$ cat config.mk
export PLATFORM = sky130hd
export DESIGN_NAME = sdram_refresh_sched
export DESIGN_NICKNAME = d
export VERILOG_FILES = /design/src/rtl/sdrf_pkg.sv /design/src/rtl/sdrf_ctrl.sv /design/src/rtl/sdrf_datapath.sv /design/src/rtl/sdram_refresh_sched.sv
export SDC_FILE = /design/constraint.sdc
export NUM_CORES = 1
export LEC_CHECK = 0
export CAP_MARGIN = 10
export CORE_UTILIZATION = 45
export DETAILED_ROUTE_END_ITERATION = 7
export PLACE_DENSITY = 0.7
export SLEW_MARGIN = 20
export SYNTH_ARGS = -nofsm -noshare
export SYNTH_HDL_FRONTEND = slang
export SYNTH_SLANG_ARGS = --single-unit
$ cat constraint.sdc
create_clock -name clk -period 5.5 [get_ports clk]
set_input_delay 0.55 -clock clk [delete_from_list [all_inputs] [get_ports clk]]
set_output_delay 0.55 -clock clk [all_outputs]
set_load 0.03 [all_outputs]
$ cat src/rtl/sdrf_pkg.sv
package sdrf_pkg;
  typedef enum logic [1:0] {CMD_NOP, CMD_PREA, CMD_REF, CMD_SRE} cmd_e;

  typedef struct packed {
    cmd_e cmd;       // command to place on the pins next cycle
    logic ckeLow;    // hold clock enable low
    logic busy;      // block the arbiter
    logic refDone;   // one owed refresh consumed
    logic owedClr;   // drop all owed refreshes
    logic waitLoad;  // start a wait window
    logic waitRc;    // 1: window is tRC, 0: window is tRP
  } strobe_t;
endpackage

$ cat src/rtl/sdrf_ctrl.sv
module sdrf_ctrl
  import sdrf_pkg::*;
(
  input  logic    clk,
  input  logic    rstN,
  input  logic    srReq,
  input  logic    grant,
  input  logic    owedNz,
  input  logic    waitDone,
  output logic    refReq,
  output strobe_t stb
);
  typedef enum logic [2:0] {
    ST_IDLE, ST_PRE, ST_WRP, ST_REF, ST_WRC, ST_SRE, ST_SELF, ST_SRX
  } state_e;

  state_e state, nextState;
  logic   srPath, nextSrPath;

  assign refReq = (state == ST_IDLE) && (owedNz || srReq);

  always_comb begin
    nextState  = state;
    nextSrPath = srPath;
    stb        = '0;
    stb.cmd    = CMD_NOP;
    unique case (state)
      ST_IDLE: if (refReq && grant) begin
        nextState  = ST_PRE;
        nextSrPath = srReq;
      end
      ST_PRE: begin
        stb.cmd      = CMD_PREA;
        stb.busy     = 1'b1;
        stb.waitLoad = 1'b1;
        nextState    = ST_WRP;
      end
      ST_WRP: begin
        stb.busy = 1'b1;
        if (waitDone) nextState = srPath ? ST_SRE : ST_REF;
      end
      ST_REF: begin
        stb.cmd      = CMD_REF;
        stb.busy     = 1'b1;
        stb.refDone  = 1'b1;
        stb.waitLoad = 1'b1;
        stb.waitRc   = 1'b1;
        nextState    = ST_WRC;
      end
      ST_WRC: begin
        stb.busy = 1'b1;
        if (waitDone) begin
          nextState  = owedNz ? ST_REF : ST_IDLE;
          nextSrPath = 1'b0;
        end
      end
      ST_SRE: begin
        stb.cmd     = CMD_SRE;
        stb.ckeLow  = 1'b1;
        stb.busy    = 1'b1;
        stb.owedClr = 1'b1;
        nextState   = ST_SELF;
      end
      ST_SELF: begin
        stb.ckeLow  = 1'b1;
        stb.busy    = 1'b1;
        stb.owedClr = 1'b1;
        if (!srReq) nextState = ST_SRX;
      end
      ST_SRX: begin
        stb.busy     = 1'b1;
        stb.waitLoad = 1'b1;
        stb.waitRc   = 1'b1;
        nextState    = ST_WRC;
      end
      default: nextState = ST_IDLE;
    endcase
  end

  always_ff @(posedge clk) begin
    if (!rstN) begin
      state  <= ST_IDLE;
      srPath <= 1'b0;
    end else begin
      state  <= nextState;
      srPath <= nextSrPath;
    end
  end


  grant_ignored_chk: assert property (@(posedge clk) disable iff (!rstN)
    (state == ST_IDLE && !refReq) |=> (state == ST_IDLE));


  req_idle_chk: assert property (@(posedge clk) disable iff (!rstN)
    (state != ST_IDLE) |-> !refReq);
endmodule

$ cat src/rtl/sdrf_datapath.sv
module sdrf_datapath
  import sdrf_pkg::*;
#(
  parameter int REFI_CYCLES = 1560,
  parameter int TRC_CYCLES  = 9,
  parameter int TRP_CYCLES  = 3,
  parameter int MAX_OWED    = 8
) (
  input  logic    clk,
  input  logic    rstN,
  input  strobe_t stb,
  output logic    owedNz,
  output logic    waitDone,
  output logic    busy,
  output logic    cke,
  output logic    rasN,
  output logic    casN,
  output logic    weN,
  output logic    a10
);
  localparam int IntW  = $clog2(REFI_CYCLES + 1);
  localparam int OwedW = $clog2(MAX_OWED + 1);
  localparam int WaitMax = (TRC_CYCLES > TRP_CYCLES) ? TRC_CYCLES : TRP_CYCLES;
  localparam int WaitW = $clog2(WaitMax + 1);
  localparam logic [IntW-1:0]  IntLast = IntW'(REFI_CYCLES - 1);
  localparam logic [OwedW-1:0] OwedTop = OwedW'(MAX_OWED);

  logic [IntW-1:0]  intCnt;
  logic [OwedW-1:0] owedCnt;
  logic [WaitW-1:0] waitCnt;
  logic             tick;

  assign tick     = !stb.ckeLow && (intCnt == IntLast);
  assign owedNz   = (owedCnt != '0);
  assign waitDone = (waitCnt == WaitW'(1));

  always_ff @(posedge clk) begin
    if (!rstN || stb.ckeLow || tick) intCnt <= '0;
    else                             intCnt <= intCnt + 1'b1;
  end

  always_ff @(posedge clk) begin
    if (!rstN || stb.owedClr)                           owedCnt <= '0;
    else if (tick && !stb.refDone && owedCnt != OwedTop) owedCnt <= owedCnt + 1'b1;
    else if (stb.refDone && !tick && owedNz)            owedCnt <= owedCnt - 1'b1;
  end

  always_ff @(posedge clk) begin
    if (!rstN)              waitCnt <= '0;
    else if (stb.waitLoad)  waitCnt <= stb.waitRc ? WaitW'(TRC_CYCLES - 1) : WaitW'(TRP_CYCLES - 1);
    else if (waitCnt != '0) waitCnt <= waitCnt - 1'b1;
  end

  always_ff @(posedge clk) begin
    if (!rstN) begin
      {rasN, casN, weN} <= 3'b111;
      a10  <= 1'b0;
      cke  <= 1'b1;
      busy <= 1'b0;
    end else begin
      cke  <= !stb.ckeLow;
      busy <= stb.busy;
      a10  <= (stb.cmd == CMD_PREA);
      unique case (stb.cmd)
        CMD_PREA: {rasN, casN, weN} <= 3'b010;
        CMD_REF,
        CMD_SRE:  {rasN, casN, weN} <= 3'b001;
        default:  {rasN, casN, weN} <= 3'b111;
      endcase
    end
  end


  owed_sat_chk: assert property (@(posedge clk) disable iff (!rstN)
    owedCnt <= OwedTop);


  busy_cmd_chk: assert property (@(posedge clk) disable iff (!rstN)
    !(rasN && casN && weN) |-> busy);


  ref_after_pre_chk: assert property (@(posedge clk) disable iff (!rstN)
    (cke && !rasN && !casN && weN) |-> $past(busy));


  self_nop_chk: assert property (@(posedge clk) disable iff (!rstN)
    (!cke && $past(!cke)) |-> (rasN && casN && weN));


  exit_nop_chk: assert property (@(posedge clk) disable iff (!rstN)
    $rose(cke) |-> (rasN && casN && weN && busy));
endmodule

$ cat src/rtl/sdram_refresh_sched.sv
module sdram_refresh_sched
  import sdrf_pkg::*;
#(
  parameter int REFI_CYCLES = 1560,
  parameter int TRC_CYCLES  = 9,
  parameter int TRP_CYCLES  = 3,
  parameter int MAX_OWED    = 8
) (
  input  logic clk,
  input  logic rstN,
  input  logic srReq,
  input  logic grant,
  output logic refReq,
  output logic busy,
  output logic cke,
  output logic rasN,
  output logic casN,
  output logic weN,
  output logic a10
);
  strobe_t stb;
  logic    owedNz;
  logic    waitDone;

  sdrf_ctrl u_ctrl (
    .clk(clk), .rstN(rstN), .srReq(srReq), .grant(grant),
    .owedNz(owedNz), .waitDone(waitDone), .refReq(refReq), .stb(stb)
  );

  sdrf_datapath #(
    .REFI_CYCLES(REFI_CYCLES), .TRC_CYCLES(TRC_CYCLES),
    .TRP_CYCLES(TRP_CYCLES), .MAX_OWED(MAX_OWED)
  ) u_dp (
    .clk(clk), .rstN(rstN), .stb(stb), .owedNz(owedNz), .waitDone(waitDone),
    .busy(busy), .cke(cke), .rasN(rasN), .casN(casN), .weN(weN), .a10(a10)
  );
endmodule

==> results.cfg <==
[timing]
fin_worst_skew_ns = 0.00634
slew_headroom_pct = 64.9
rsz0062_at_grt = false
tns_ns = 0
fin_crit_ns = 2.61
setup_ws_ns = 2.89
setup_viol = 0
worst_pin_slew_ns = 0.525
max_freq_mhz = 383
finalCritPeriodShare_pct = 47.5
hold_viol_final = 0
slew_violations = 0

[cells_and_area]
drive_gt1_share_pct = 6.90
fin_nets = 185
num_antenna_cells = 0
synthToLayoutAreaGrowth_pct = 12.3

[worst_hold_path]
worstHoldPathType = reg -> reg
hold_depth = 1

[critical_path]
path_cells = or4_1 > o21a_1 > clkdlybuf4s50_1
critPathArrivalTime_ns = 2.06
startpoint_type = flip-flop
critical_path_required_ns = 4.95
cp_slowest_stage_delay_ns = 0.59
slowest_stage = clkdlybuf4s50_1
path_max_fanout = 6
crit_type = reg -> out
cp-end-kind = primary output
reg2reg_depth = 9

[drt]
drtPass1Iterations = 8
drc = 2
drt_iter0_markers = 35
wl_per_cell_um = 12.4
wirelength_um = 2540
vias_per_cell = 5.42
vias = 1111
ant_nets = 0

[placed_design]
gp_congestion = 0.844
hpwl_um = 1880
dpl_worst_slack_ns = 2.99
port_buffers = 10

[clock_network]
cts_setup_buffers = 0
numCtsBuffers = 5
worstSkewPairLatency_ns = 0.32
cts_sinks = 29
clockBufferDepth = 2
postCtsHoldBufs = 0
cts_tree = yes
clockRootBuffer = clkbuf_4
clk_pin_slew_worst_paths_ns = 0.08
cts_resized = 0
h-tree-depth = 2

[power]
comb_power_share_pct = 23.1
p_sw_share_pct = 30.4
pwr_density_cell_nw_per_um2 = 307
internal_power_mw = 0.339
netSwitchingPower_mw = 0.148
power_frac_clock_pct = 26.1
irDropWorstVdd_mv = 0.180
leakagePower_nw = 0.639
power_frac_seq_pct = 50.8

[yosys]
synth_top_area_share_pct = 41.1
yosysSeqAreaShare_pct = 41.1
syn_area_sq_um = 1410
synth.most_common_cell = dfxtp_1
yosys_warnings = 0
syn-instance-count = 162
postSynthAreaPerCell_sq_um = 8.72
synthArstFlopShare_pct = 0
synth_area_leaders = dfxtp_1 41%, xor2_1 6.2%, nor2_1 5.6%
synth_edf_count = 0
synth_common_cells = 29 x dfxtp_1, 21 x nor2_1, 17 x nand2_1, 11 x nand3_1, 10 x xor2_1
ys_types = 37
synthesis.nets = 173
ys_seq_elements = 29
synth-main-ff-cell = dfxtp_1
yosys.area.top_type = dfxtp_1

[floorplan]
start_util_pct = 49.5
die_y_um = 58.0
pin_count = 11
core_sq_um = 2850
die_x_um = 58.0
rows = 19
dieArea_sq_um = 3370

[global_route]
antenna_found_initial = 0
grt_pass1_wl_um = 4580
grt_pass1_vias = 1059
grt_use_total_pct = 18.3
grt_overflow = 0
grt_max_degree = 19

[job]
maxCapViolCount = 0

[outcome]
status = complete, but fails checks
violations = DRC
==> through the flow <==
stage / power (mW) / instances / area (sq um) / hold WS, ns / util [%]
final: 0.487 / 205 / 1590 / 0.467 / 55.6
after global routing: 0.525 / 205 / 1590 / 0.491 / 55.6
after CTS: 0.495 / 205 / 1590 / 0.479 / 55.6
after detailed placement: 0.366 / 198 / 1530 / 0.459 / 53.7
after global placement: 0.359 / 198 / 1530 / 0.443 / 53.7
after floorplan: 0.340 / 162 / 1410 / 0.430 / -
==> flip-flops by register name, summed over array words and instances, names as in the netlist <==
signal,count
u_dp.waitCnt,4
u_dp.cke,1
u_ctrl.srPath,1
u_dp.a10,1
u_dp.casN,1
u_dp.busy,1
u_dp.weN,1
u_dp.intCnt,11
u_ctrl.state,3
u_dp.owedCnt,4
u_dp.rasN,1
==> cell type report <==
| cell class | count | area [sq um] |
|---|---|---|
| fill | 270 | 1270 |
| multi-input combinational | 120 | 782 |
| sequential | 29 | 581 |
| timing repair buffer | 10 | 100 |
| clock buffer | 7 | 55.1 |
| tap | 31 | 38.8 |
| inverter | 8 | 30.0 |
==> kinds of logic after synthesis <==
family,share of synthesized area (%)
and+or+nand+nor,26.3
DFF,41.1
AOI/OAI and AO/OA,10.3
xor gates and xnor gates,9.92
buffers and inverters,3.54
adders and majority gates,6.73
muxes,2.13
==> critical path, delay by kind of cell (launching register included) <==
kind	cells	cell delay (ns)
flip-flops	1	0.38
AO/OA/AOI/OAI	1	0.19
buffers and inverters	1	0.59
AND/OR/NAND/NOR	1	0.58
==> placed cells by master, fill, tap and decap left out, types with 2 or more instances in the layout <==
master,netlist,layout
nor2_1,21,21
dfxtp_1,29,29
mux2i_1,3,3
nor3b_1,2,2
o21ai_0,6,6
nand2_1,17,17
inv_1,8,8
nor3_1,7,7
clkbuf_4,0,5
nand2b_1,2,2
a21o_1,3,3
ha_1,6,6
clkdlybuf4s50_1,0,10
xnor2_1,6,6
xor2_1,10,10
o21a_1,2,2
nand3_1,11,11
a21oi_1,6,6
==> worst paths after layout <==
check	startpoint	to	slack, ns
worst min register to register	u_dp.intCnt[0]	u_dp.intCnt[0]	0.47
worst max-delay path	u_dp.owedCnt[0]	refReq	2.89
worst min-delay path	u_dp.intCnt[0]	u_dp.intCnt[0]	0.47
worst max register to register	u_ctrl.state[2]	u_dp.owedCnt[3]	2.92
==> metal layers <==
metal	vias up	part of all wire, %	global-route usage, %
met5	-	0	0
met4	0	0.67	7.82
met3	2	5.9	7.37
met1	509	46	23.2
li1	576	-	-
met2	24	47	27.4
==> power groups by stage <==
stage          sequential (mW)  combinational (mW)  clock, mW
6_report                 0.247               0.113      0.127
5_1_grt                  0.250               0.134      0.141
4_1_cts                  0.247               0.114      0.133
3_5_place_dp             0.253               0.113          0
3_3_place_gp             0.251               0.108          0
2_1_floorplan            0.249              0.0909          0
(Power assumes the default switching activity.)
